`src/rtl/lkd_pkg.sv`:
```
package lkd_pkg;

  typedef struct packed {
    logic valid;
    logic err;
  } verdict_t;

endpackage

```
`src/rtl/lkd_edge_sync.sv`:
```
module lkd_edge_sync #(
  parameter int STAGES = 2
) (
  input  logic clk,
  input  logic rst_n,
  input  logic async_i,
  output logic rise_o
);

  logic [STAGES-1:0] shift_q;
  logic              last_q;

  always_ff @(posedge clk or negedge rst_n) begin
    if (!rst_n) begin
      shift_q <= '0;
      last_q  <= 1'b0;
    end else begin
      shift_q <= {shift_q[STAGES-2:0], async_i};
      last_q  <= shift_q[STAGES-1];
    end
  end

  assign rise_o = shift_q[STAGES-1] & ~last_q;

endmodule

```
`src/rtl/lkd_phase_window.sv`:
```
module lkd_phase_window
  import lkd_pkg::*;
#(
  parameter int PHASE_TOL = 4
) (
  input  logic     clk,
  input  logic     rst_n,
  input  logic     ref_rise,
  input  logic     fb_rise,
  output verdict_t verdict_o
);

  localparam int CW = $clog2(PHASE_TOL + 2);
  localparam logic [CW-1:0] SAT_V  = CW'(PHASE_TOL + 1);
  localparam logic [CW-1:0] TOL_V  = CW'(PHASE_TOL);
  localparam logic [CW-1:0] LAST_V = CW'(PHASE_TOL - 1);

  // ticks since the last reference edge, saturating beyond the tolerance
  logic [CW-1:0] since_ref_q;
  // feedback led: waiting for a reference edge inside the window
  logic          pend_q, pend_d;
  logic [CW-1:0] win_q, win_d;
  verdict_t      v_d;

  always_comb begin
    v_d    = '0;
    pend_d = pend_q;
    win_d  = win_q;
    if (pend_q) begin
      if (ref_rise) begin
        v_d    = '{valid: 1'b1, err: 1'b0};
        pend_d = 1'b0;
      end else if (fb_rise || win_q == LAST_V) begin
        v_d    = '{valid: 1'b1, err: 1'b1};
        pend_d = 1'b0;
      end else begin
        win_d = win_q + 1'b1;
      end
    end
    if (fb_rise && !(pend_q && ref_rise)) begin
      if (ref_rise || since_ref_q < TOL_V) begin
        if (!v_d.valid) v_d = '{valid: 1'b1, err: 1'b0};
      end else begin
        pend_d = 1'b1;
        win_d  = '0;
      end
    end
  end

  always_ff @(posedge clk or negedge rst_n) begin
    if (!rst_n) begin
      since_ref_q <= SAT_V;
      pend_q      <= 1'b0;
      win_q       <= '0;
      verdict_o   <= '0;
    end else begin
      if (ref_rise)                 since_ref_q <= '0;
      else if (since_ref_q != SAT_V) since_ref_q <= since_ref_q + 1'b1;
      pend_q    <= pend_d;
      win_q     <= win_d;
      verdict_o <= v_d;
    end
  end

endmodule

```
`src/rtl/lkd_watchdog.sv`:
```
module lkd_watchdog #(
  parameter int WD_DIV   = 16,
  parameter int WD_LIMIT = 64
) (
  input  logic clk,
  input  logic rst_n,
  input  logic ref_rise,
  input  logic fb_rise,
  output logic expired_o
);

  localparam int PW = (WD_DIV > 1) ? $clog2(WD_DIV) : 1;
  localparam int TW = $clog2(WD_LIMIT + 1);
  localparam logic [PW-1:0] PRE_LAST = PW'(WD_DIV - 1);
  localparam logic [TW-1:0] TMR_END  = TW'(WD_LIMIT);

  logic [PW-1:0] pre_q;
  logic [TW-1:0] tmr_q;

  always_ff @(posedge clk or negedge rst_n) begin
    if (!rst_n) begin
      pre_q <= '0;
      tmr_q <= '0;
    end else if (fb_rise) begin
      pre_q <= '0;
      tmr_q <= '0;
    end else if (ref_rise) begin
      if (pre_q == PRE_LAST) begin
        pre_q <= '0;
        if (tmr_q != TMR_END) tmr_q <= tmr_q + 1'b1;
      end else begin
        pre_q <= pre_q + 1'b1;
      end
    end
  end

  assign expired_o = (tmr_q == TMR_END);

endmodule

```
`src/rtl/lkd_hysteresis.sv`:
```
module lkd_hysteresis
  import lkd_pkg::*;
#(
  parameter int BAD_LIMIT  = 4,
  parameter int GOOD_LIMIT = 32,
  parameter int BW = $clog2(BAD_LIMIT + 1)
) (
  input  logic          clk,
  input  logic          rst_n,
  input  verdict_t      verdict_i,
  input  logic          wd_expired,
  output logic          lock_o,
  output logic [BW-1:0] bad_cnt_o
);

  localparam int GW = $clog2(GOOD_LIMIT + 1);
  localparam logic [BW-1:0] BAD_LAST  = BW'(BAD_LIMIT - 1);
  localparam logic [GW-1:0] GOOD_LAST = GW'(GOOD_LIMIT - 1);

  logic [GW-1:0] good_q;

  always_ff @(posedge clk or negedge rst_n) begin
    if (!rst_n) begin
      lock_o    <= 1'b0;
      bad_cnt_o <= '0;
      good_q    <= '0;
    end else if (lock_o && wd_expired) begin
      lock_o    <= 1'b0;
      bad_cnt_o <= '0;
      good_q    <= '0;
    end else if (verdict_i.valid) begin
      if (verdict_i.err) begin
        good_q <= '0;
        if (lock_o) begin
          if (bad_cnt_o == BAD_LAST) begin
            lock_o    <= 1'b0;
            bad_cnt_o <= '0;
          end else begin
            bad_cnt_o <= bad_cnt_o + 1'b1;
          end
        end
      end else begin
        bad_cnt_o <= '0;
        if (!lock_o) begin
          if (good_q == GOOD_LAST) begin
            lock_o <= 1'b1;
            good_q <= '0;
          end else begin
            good_q <= good_q + 1'b1;
          end
        end
      end
    end
  end

endmodule

```
`src/rtl/pll_lock_monitor.sv`:
```
module pll_lock_monitor
  import lkd_pkg::*;
#(
  parameter int SYNC_STAGES = 2,
  parameter int PHASE_TOL   = 4,
  parameter int BAD_LIMIT   = 4,
  parameter int GOOD_LIMIT  = 32,
  parameter int WD_DIV      = 16,
  parameter int WD_LIMIT    = 64
) (
  input  logic clk,
  input  logic rst_n,
  input  logic ref_clk_i,
  input  logic fb_clk_i,
  output logic lock_o
);

  localparam int NUM_IN = 2;
  localparam int BAD_W  = $clog2(BAD_LIMIT + 1);

  logic [NUM_IN-1:0] raw_in;
  logic [NUM_IN-1:0] rise;
  logic              ref_rise;
  logic              fb_rise;
  verdict_t          verdict;
  logic              v_valid;
  logic              v_err;
  logic              wd_expired;
  logic [BAD_W-1:0]  bad_cnt;

  assign raw_in = {fb_clk_i, ref_clk_i};

  for (genvar i = 0; i < NUM_IN; i++) begin : g_sync
    lkd_edge_sync #(.STAGES(SYNC_STAGES)) u_sync (
      .clk    (clk),
      .rst_n  (rst_n),
      .async_i(raw_in[i]),
      .rise_o (rise[i])
    );
  end

  assign ref_rise = rise[0];
  assign fb_rise  = rise[1];

  lkd_phase_window #(.PHASE_TOL(PHASE_TOL)) u_window (
    .clk      (clk),
    .rst_n    (rst_n),
    .ref_rise (ref_rise),
    .fb_rise  (fb_rise),
    .verdict_o(verdict)
  );

  assign v_valid = verdict.valid;
  assign v_err   = verdict.err;

  lkd_watchdog #(.WD_DIV(WD_DIV), .WD_LIMIT(WD_LIMIT)) u_wd (
    .clk      (clk),
    .rst_n    (rst_n),
    .ref_rise (ref_rise),
    .fb_rise  (fb_rise),
    .expired_o(wd_expired)
  );

  lkd_hysteresis #(
    .BAD_LIMIT (BAD_LIMIT),
    .GOOD_LIMIT(GOOD_LIMIT),
    .BW        (BAD_W)
  ) u_hyst (
    .clk       (clk),
    .rst_n     (rst_n),
    .verdict_i (verdict),
    .wd_expired(wd_expired),
    .lock_o    (lock_o),
    .bad_cnt_o (bad_cnt)
  );

endmodule

```
`config.mk`:
```
export PLATFORM = sky130hd
export DESIGN_NAME = pll_lock_monitor
export DESIGN_NICKNAME = d
export VERILOG_FILES = /design/src/rtl/lkd_pkg.sv /design/src/rtl/lkd_edge_sync.sv /design/src/rtl/lkd_phase_window.sv /design/src/rtl/lkd_watchdog.sv /design/src/rtl/lkd_hysteresis.sv /design/src/rtl/pll_lock_monitor.sv
export SDC_FILE = /design/constraint.sdc
export NUM_CORES = 1
export LEC_CHECK = 0
export BUFFER_PORTS_ARGS = -buffer_cell sky130_fd_sc_hd__buf_2
export CORE_ASPECT_RATIO = 1.1
export CORE_UTILIZATION = 55
export CTS_CLUSTER_SIZE = 14
export DETAILED_ROUTE_END_ITERATION = 8
export GPL_TIMING_DRIVEN = 0
export PLACE_DENSITY = 0.74
export RECOVER_POWER = 50
export SLEW_MARGIN = 10
export SYNTH_ARGS = -nofsm -noshare
export SYNTH_HDL_FRONTEND = slang
export SYNTH_SLANG_ARGS = --single-unit
```
`constraint.sdc`:
```
create_clock -name clk -period 1.7 [get_ports clk]
set_input_delay 0.17 -clock clk [delete_from_list [all_inputs] [get_ports clk]]
set_output_delay 0.17 -clock clk [all_outputs]
set_load 0.005 [all_outputs]
```
======== Word level (Yosys, flattened, before mapping) ========
Index checks and enable logic that the tools add are counted.
operators by class
  add/sub/neg operators ................... 6
  $lt $le $gt $ge ......................... 1
  equality and inequality tests ........... 9
  multiplexer cells ....................... 42
  bitwise operators ....................... 4
  reductions and logical operators ........ 14
operators by type and width
  cell                 count
  $mux 3               12
  $mux 6               5
  $mux 7               4
  $mux 1               13
  $mux 4               3
  $mux 2               5
  $reduce_bool 2->1    5
  $add 3x1->3 const B  3
  $add 7x1->7 const B  1
  $eq 7x7->1 const B   1
  $ne 7x7->1 const B   1
  $add 6x1->6 const B  1
  $eq 3x2->1 const B   2
  $eq 6x5->1 const B   1
  $ne 3x3->1 const B   2
  $add 4x1->4 const B  1
  $eq 4x4->1 const B   1
  $reduce_and 2->1     2
  $logic_and 1x1->1    3
  $lt 3x3->1 const B   1
  $ne 3x1->1 const B   1
  $reduce_and 3->1     1
  $and 1x1->1          2
  $logic_or 1x1->1     2
  2 further kinds      3
word-level totals
  flip-flop bits (word level) ............. 36
  bits of input ports ..................... 4
  output and inout bits ................... 1
  logic and storage cells ................. 90

======== Logic depth before layout (Yosys ltp) ========
Gate-level depths: netlist of run 1.
  word-level depth ........................ 9
  depth in mapped cells ................... 6

======== Modules after synthesis ========
From an unflattened synthesis of run 1, not the netlist that was laid out.
unflattened totals
  cells, all modules ...................... 173
  area, all modules ....................... 1831.8 um2
by module, submodules not included
  module            instances  cells an instance  area each (um2)  seq. area each (um2)
  lkd_watchdog      1          66                 631.9            275.3
  lkd_hysteresis    1          59                 574.3            250.2
  lkd_phase_window  1          40                 447.9            227.7
  lkd_edge_sync     2          4                  88.8             75.1

======== Least setup slack after synthesis of run 1 ========
OpenSTA, ideal clock, no wires.
  kind .................................... register to register
  start point ............................. register u_wd.tmr_q[0]
  end point ............................... register u_wd.tmr_q[6]
  arrival time ............................ 1602 ps
  slack ................................... -29 ps
  stages on the path, launching flop included .. 7
  path buffers ............................ 0
  period minus slack after synthesis ...... 1729 ps
  cell sequence ........................... dfrtp_1 > inv_1 > ha_1 > nor2b_1 > a211oi_4 > nand4_1 > mux2_1
between the ends
  cells in the longest elaborated chain, start to end .. 5
ends and longest elaborated chain
  item                      RTL line            text
  start: declaration        lkd_watchdog.sv:18  logic [TW-1:0] tmr_q;
  start signal: assignment  lkd_watchdog.sv:30  if (tmr_q != TMR_END) tmr_q <= tmr_q + 1'b1;
  $add 7x1->7               lkd_watchdog.sv:30
  $mux 7                    lkd_watchdog.sv:30
  $mux 7                    lkd_watchdog.sv:28  if (pre_q == PRE_LAST) begin
  $mux 7                    lkd_watchdog.sv:27  end else if (ref_rise) begin
  $mux 7                    lkd_watchdog.sv:24  end else if (fb_rise) begin
Several ways; a longest one is shown, not always the timed one. The select of a mux whose other input is x is not followed.
A chain may end at the register's enable or synchronous reset.

======== Worst setup path after layout of run 1 ========
  start point ............................. register u_window.win_q[0]
  end point ............................... register u_window.win_q[1]
between the ends
  cells in the longest elaborated chain, start to end .. 7
ends and longest elaborated chain
  item                                                 RTL line                text
  start: declaration                                   lkd_phase_window.sv:22  logic [CW-1:0] win_q, win_d;
  start signal: assignment                             lkd_phase_window.sv:60  win_q <= win_d;
  branches (longest 2 deep; another with $add 3x1->3)  -
  $mux 3 *                                             lkd_phase_window.sv:33  end else if (fb_rise || win_q == LAST_V) begin
  $mux 3 *                                             lkd_phase_window.sv:30  if (ref_rise) begin
  $mux 3 *                                             lkd_phase_window.sv:29  if (pend_q) begin
  $mux 3                                               lkd_phase_window.sv:41  if (ref_rise || since_ref_q < TOL_V) begin
  $mux 3 *                                             lkd_phase_window.sv:40  if (fb_rise && !(pend_q && ref_rise)) begin
  named net u_window.win_d[1]                          lkd_phase_window.sv:22
Mark *: on every way through the listed nets, which the timed path passes.

==> impl_metrics.env, run 1 <==
export IMPL_synth_top_flop_cell="dfrtp_1"
export IMPL_p_int_mw=1.47
export IMPL_ys_ff_latch=36
export IMPL_cts_tree="built"
export IMPL_worstHoldStart="g_sync[1].u_sync.shift_q[0]"
export IMPL_vias_per_cell=5.76
export IMPL_synth_area_sq_mm=0.00179
export IMPL_final_cells=229
export IMPL_detail_route_drc_violations=0
export IMPL_min_to="g_sync[1].u_sync.shift_q[1]"
export IMPL_hold_class="reg2reg"
export IMPL_htreeDepth=2
export IMPL_start_kind="flip-flop"
export IMPL_hold_path_depth=0
export IMPL_finalClockSkew_ps=10.9
export IMPL_ys_seq_area_share_pct=50.5
export IMPL_final_cell_mix="dfrtp_1 (34), nand2_1 (22), nor2_1 (19)"
export IMPL_arrival_ps=1860
export IMPL_r2r_cells=5
export IMPL_fin_util_pct=66.2
export IMPL_p_switching_mw=0.705
export IMPL_hold_viol_final=0
export IMPL_drtAntennaViolNets=0
export IMPL_slew_viol_final=0
export IMPL_synth_async_reset_ratio_pct=100
export IMPL_path_clk_slew_ps=110
export IMPL_setup_tns_ps=0
export IMPL_post_drt_wl_per_cell_um=14.5
export IMPL_reg2reg_setup_slack_ps=70
export IMPL_yosysWarnings=0
export IMPL_timing_fmax_mhz=615
export IMPL_core_rowCount=21
export IMPL_routabilityCongestion=0.816
export IMPL_grt_pass1_wl_um=5350
export IMPL_die_width_um=56.4
export IMPL_wl_um=3320
export IMPL_start_util_pct=58.2
export IMPL_place_hpwl_um=2290
export IMPL_vias=1320
export IMPL_syn_to_final_growth_pct=13.7
export IMPL_r2r_start="u_window.win_q[0]"
export IMPL_worstMarginPinSlew_ps=872
export IMPL_syn_area_per_cell_sq_um=10.5
export IMPL_grt_max_degree=37
export IMPL_cp_end_kind="flip-flop"
export IMPL_fin_nets=207
export IMPL_cts_inserted_buffers=5
export IMPL_synth_fp_nets=184
export IMPL_clock_path_buffers=2
export IMPL_io_buffers=4
export IMPL_drt_iter0_drc=44
export IMPL_peakVddDrop_uv=810
export IMPL_critPathMaxFanout=5
export IMPL_final_common_cell="dfrtp_1"
export IMPL_clock_power_share_pct=21.7
export IMPL_fp_dieArea_sq_mm=0.00349
export IMPL_antenna_diode_count=0
export IMPL_drive_gt1_share_pct=20.5
export IMPL_rsz0062_at_grt="false"
export IMPL_switching_share_pct=32.4
export IMPL_pwr_share_seq_pct=52.7
export IMPL_fin_total_pwr_mw=2.18
export IMPL_worstSetupPathType="reg2reg"
export IMPL_worstSkewPairLatency_ps=340
export IMPL_power_leakage_nw=0.930
export IMPL_synth_edf_count=0
export IMPL_dr_pass1_iters=4
export IMPL_timing_rr_end="u_window.win_q[1]"
export IMPL_period_share_pct=95.7
export IMPL_period_needed_ps=1630
export IMPL_powerDensity_mw_per_mm2=1070
export IMPL_clock_sinks=36
export IMPL_grt_overflow_total=0
export IMPL_core_area_sq_mm=0.00307
export IMPL_combPwrFrac_pct=25.5
export IMPL_pin_count=5
export IMPL_grt_pass1_vias=1235
export IMPL_clockRootBuffer="clkbuf_4"
export IMPL_cp_data_required_time_ps=1930
export IMPL_antenna_found_initial=0
export IMPL_die_h_um=61.8
export IMPL_ys_types=43
export IMPL_place_inst=209
export IMPL_status="finished clean"
export IMPL_syn_inst=171
export IMPL_max_slew_margin_pct=41.9
export IMPL_max_cap_viol_count=0
export IMPL_track_usage_pct=20.6
export IMPL_finalSetupViolCount=0
[what timing repair did]
action | CTS | global route
gates resized for setup | 0 | 8
setup buffers | 7 | 2
endpoints found under the setup margin | 12 | 10
hold buffers | 3 | 0
pin swaps | 3 | 5
hold endpoints to repair | 36 | 0
[Yosys cell counts, types with 2 or more instances]
library cell,n,area [sq um]
a211oi_1,2,15.0
a21oi_1,9,45.0
a31oi_1,6,37.5
buf_2,2,10.0
clkbuf_1,2,7.51
dfrtp_1,34,851
dfstp_2,2,52.6
ha_1,9,113
inv_1,8,30.0
mux2_1,2,22.5
mux2i_1,3,30.0
nand2_1,22,82.6
nand2b_1,3,18.8
nand3_1,7,35.0
nor2_1,19,71.3
nor2b_1,5,31.3
nor4b_4,2,47.6
o21ai_0,4,20.0
o22ai_1,2,12.5
xnor2_1,5,43.8
[cell type report]
type	count	area (sq um)
inverters	8	30.0
well taps	34	42.5
clock buffers	6	51.3
flip-flops and latches	36	903
multi-input cells	123	861
fillers	241	1040
repair buffers	16	118
plain buffers	4	18.8
clock inverters	2	10.0
[state kept, by name, indices dropped and copies added, names as in the netlist]
register,cells
u_window.verdict_o,2
u_wd.pre_q,4
g_sync.u_sync.last_q,2
u_hyst.good_q,6
u_window.since_ref_q,3
u_hyst.lock_o,1
u_wd.tmr_q,7
u_window.win_q,3
u_window.pend_q,1
u_hyst.bad_cnt_o,3
g_sync.u_sync.shift_q,4
[routing by layer]
metal / GRT usage (%) / part of all wire (%) / vias to the layer above
met1: 21.9 / 42 / 642
met4: 7.32 / 1.9 / 0
li1: - / - / 649
met2: 39.8 / 53 / 21
met3: 6.21 / 3.2 / 8
met5: 0 / 0 / -
[worst max path at each step]
stage,start,slack (ps),to,cells after the start
floorplan,u_wd.tmr_q[0],30,u_wd.tmr_q[6],6
global placement,u_wd.tmr_q[0],-100,u_wd.tmr_q[6],6
detailed placement,u_wd.tmr_q[0],-140,u_wd.tmr_q[6],6
CTS,u_wd.tmr_q[0],10,u_wd.tmr_q[1],7
global route,u_window.win_q[0],3,u_window.win_q[1],5
finish,u_window.win_q[0],70,u_window.win_q[1],5
[worst max-delay path, cell delays in order, from the launching register on]
cell and delay, ps:
dfrtp_1 400, ha_1 230, ha_2 200, nor4b_4 420
mux2i_1 230, nor2_1 50
[power groups by stage]
| stage | logic, mW | clock network [mW] | registers, mW |
|---|---|---|---|
| after global routing | 0.632 | 0.529 | 1.17 |
| final | 0.556 | 0.473 | 1.15 |
| after floorplan | 0.377 | 0 | 1.14 |
| after detailed placement | 0.489 | 0 | 1.17 |
| after global placement | 0.453 | 0 | 1.16 |
| after CTS | 0.529 | 0.490 | 1.15 |
[cell families after synthesis]
kind of cell / synth area share [%]
flops: 50.5
simple gates: 19.7
compound gates: 15.0
xor+xnor: 2.94
mux: 2.94
buf+inv: 2.66
fa+ha+maj: 6.29
[per-stage QoR]
stage / cell area [sq um] / worst slack (ps) / hold slack [ps]
floorplan: 1790 / 26.0 / -126
global placement: 1850 / -97.3 / 280
detailed placement: 1850 / -138 / 280
CTS: 2000 / 14.7 / 365
global route: 2030 / 2.89 / 370
finish: 2030 / 73.7 / 358
Power figures use the tool's default switching activity.
==> inputs of run 2 (changes only) <==
--- a/config.mk
+++ b/config.mk
@@ -16,4 +16,5 @@
 export SLEW_MARGIN = 10
 export SYNTH_ARGS = -nofsm -noshare
 export SYNTH_HDL_FRONTEND = slang
+export SYNTH_HIERARCHICAL = 1
 export SYNTH_SLANG_ARGS = --single-unit
==> run 2 against run 1 <==
Net effect:
- the run now ends with setup timing left
- die area rose by 2.3%
- worst setup slack got worse by 230 ps
- final cell count rose by 0.44%
- sequential cell count did not move
- clock power rose by 5.1%
- sequential power barely moved
- first-iteration DRC count rose by 80%
- non-clock buffer count did not move
- count of clock-buffer cells in the layout rose by 1
- register-to-register slack got worse by 230 ps
- maximum frequency fell by 12%
- synthesized cell count rose by 1.2%
- highest routed layer unchanged
==> impl_metrics.env, run 2 <==
export IMPL_routabilityCongestion=0.771
export IMPL_grt_max_degree=37
export IMPL_synth_edf_count=0
export IMPL_clock_sinks=36
export IMPL_grt_pass1_wl_um=6020
export IMPL_post_drt_wl_per_cell_um=14.6
export IMPL_peakVddDrop_uv=581
export IMPL_ys_top_cells_by_count="dfrtp_1 (34), nor2_1 (19), nand2_1 (13), inv_1 (12)"
export IMPL_synth_top_flop_cell="dfrtp_1"
export IMPL_largest_register_ffs=7
export IMPL_fin_total_pwr_mw=2.13
export IMPL_synth_area_leader_cell="dfrtp_1"
export IMPL_ys_top_cells_by_area="dfrtp_1 (46%), ha_1 (6.1%), nor2_1 (3.9%)"
export IMPL_arrival_ps=2090
export IMPL_ys_types=49
export IMPL_hold_class="reg2reg"
export IMPL_place_inst=211
export IMPL_cp_end_kind="flip-flop"
export IMPL_crit_family="simple AND/OR/NAND/NOR gates"
export IMPL_critPathMaxFanout=4
export IMPL_io_buffers=4
export IMPL_core_rowCount=21
export IMPL_synth_area_sq_mm=0.00183
export IMPL_pin_count=5
export IMPL_worstSetupPathType="reg2reg"
export IMPL_setup_tns_ps=-983
export IMPL_detail_route_drc_violations=0
export IMPL_core_area_sq_mm=0.00310
export IMPL_final_common_cell="dfrtp_1"
export IMPL_cp_data_required_time_ps=1930
export IMPL_grt_overflow_total=0
export IMPL_syn_to_final_growth_pct=15.3
export IMPL_period_share_pct=109
export IMPL_power_leakage_nw=0.961
export IMPL_violations="setup timing"
export IMPL_dr_pass1_iters=4
export IMPL_yosysWarnings=6
export IMPL_cts_inserted_buffers=5
export IMPL_synth_fp_nets=186
export IMPL_fin_nets=209
export IMPL_final_cells=230
export IMPL_vias=1395
export IMPL_ys_seq_area_share_pct=49.3
export IMPL_finalSetupViolCount=12
export IMPL_ys_ff_latch=36
export IMPL_path_buf_inv=0
export IMPL_cp_num_cells=5
export IMPL_finalClockSkew_ps=8.44
export IMPL_clock_path_buffers=2
export IMPL_slew_viol_final=0
export IMPL_yosys_area_top_type_share_pct=46.4
export IMPL_max_slew_margin_pct=41.2
export IMPL_start_kind="flip-flop"
export IMPL_worstMarginPinSlew_ps=882
export IMPL_drtAntennaViolNets=0
export IMPL_worstPathCellList="or4_4, nor2_4, nor2_2, a32o_1, a22o_1"
export IMPL_drive_gt1_share_pct=22.4
export IMPL_max_stage_delay_ps=570
export IMPL_reg_top3="u_wd/tmr_q: 7 flops, u_hyst/good_q: 6 flops"
export IMPL_regMostFlops="u_wd/tmr_q"
export IMPL_max_cap_viol_count=0
export IMPL_critical_path_slowest_cell="or4_4"
export IMPL_cts_tree="built"
export IMPL_rsz0062_at_grt="true"
export IMPL_antenna_found_initial=0
export IMPL_final_cell_mix="dfrtp_1 (34), nor2_1 (17), nand2_1 (13)"
export IMPL_status="finished, violations left"
export IMPL_r2r_cells=5
export IMPL_wl_um=3350
export IMPL_worstSkewPairLatency_ps=330
export IMPL_synth_async_reset_ratio_pct=100
export IMPL_die_width_um=57.0
export IMPL_drt_iter0_drc=79
export IMPL_die_h_um=62.5
export IMPL_antenna_diode_count=0
export IMPL_htreeDepth=2
export IMPL_timing_fmax_mhz=539
export IMPL_track_usage_pct=21.8
export IMPL_setup_ws_ps=-155
export IMPL_syn_inst=173
export IMPL_synth_most_common_cell="dfrtp_1"
export IMPL_vias_per_cell=6.07
export IMPL_start_util_pct=59.1
export IMPL_fp_dieArea_sq_mm=0.00357
export IMPL_powerDensity_mw_per_mm2=1010
export IMPL_syn_area_per_cell_sq_um=10.6
export IMPL_hold_viol_final=0
export IMPL_period_needed_ps=1860
export IMPL_grt_pass1_vias=1459
export IMPL_fill_cells=252
export IMPL_place_hpwl_um=2230
export IMPL_hold_path_depth=0
export IMPL_fin_util_pct=68.1
export IMPL_clockRootBuffer="clkbuf_4"
export IMPL_path_clk_slew_ps=100
run 2: logic make-up after synthesis:
family                     Yosys count  synth area share, %
xor gates and xnor gates             3                 1.43
muxes                                5                 3.07
buffers and inverters               16                 3.96
DFF                                 36                 49.3
and+or+nand+nor                     62                 19.3
AOI/OAI and AO/OA                   42                 16.7
adders and majority gates            9                 6.15
run 2: area by class of cell:
cell class              instances  area [sq um]  share of cell area (%)
repair buffers                 17           129                    6.10
plain buffers                   3          22.5                    1.07
multi-input cells             121           905                    42.8
well taps                      34          42.5                    2.01
flip-flops and latches         36           903                    42.8
inverters                      12          45.0                    2.13
clock buffers                   7          65.1                    3.08
run 2: where the power goes:
| group | total [mW] | switching (mW) | internal, mW |
|---|---|---|---|
| registers | 1.15 | 0.133 | 1.01 |
| clock network | 0.497 | 0.263 | 0.234 |
| logic | 0.489 | 0.251 | 0.238 |
run 2: metrics by stage:
stage / setup slack, ps / instance area [sq um] / hold slack [ps]
2_1_floorplan: -45.7 / 1850 / -126
6_report: -155 / 2110 / 356
4_1_cts: -106 / 2060 / 363
3_5_place_dp: -169 / 1910 / 281
5_1_grt: -194 / 2110 / 370
3_3_place_gp: -137 / 1910 / 279
run 2: per-layer routing:
| layer | track usage (%) | wire [um] | vias up |
|---|---|---|---|
| met4 | 13.7 | 84 | 0 |
| met3 | 4.76 | 88 | 8 |
| met5 | 0 | 0 | - |
| met2 | 38.4 | 1780 | 26 |
| met1 | 23.1 | 1400 | 694 |
| li1 | - | - | 667 |
run 2: worst paths after layout:
path	from	end	slack, ps
max	u_wd/tmr_q[3]	u_hyst/bad_cnt_o[1]	-160
min	g_sync[1].u_sync/shift_q[0]	g_sync[1].u_sync/shift_q[1]	360
max reg2reg	u_wd/tmr_q[3]	u_hyst/bad_cnt_o[1]	-160
min reg2reg	g_sync[1].u_sync/shift_q[0]	g_sync[1].u_sync/shift_q[1]	360
max in group asynchronous	rst_n	u_window/win_q[0]	660
min in group asynchronous	rst_n	u_hyst/good_q[0]	480
run 2: repair_timing:
action,in CTS,in global routing
hold buffers,3,0
buffers inserted,5,5
pin swaps,4,5
endpoints found under the hold margin,36,0
gates resized for setup,7,6
endpoints found under the setup margin,10,17
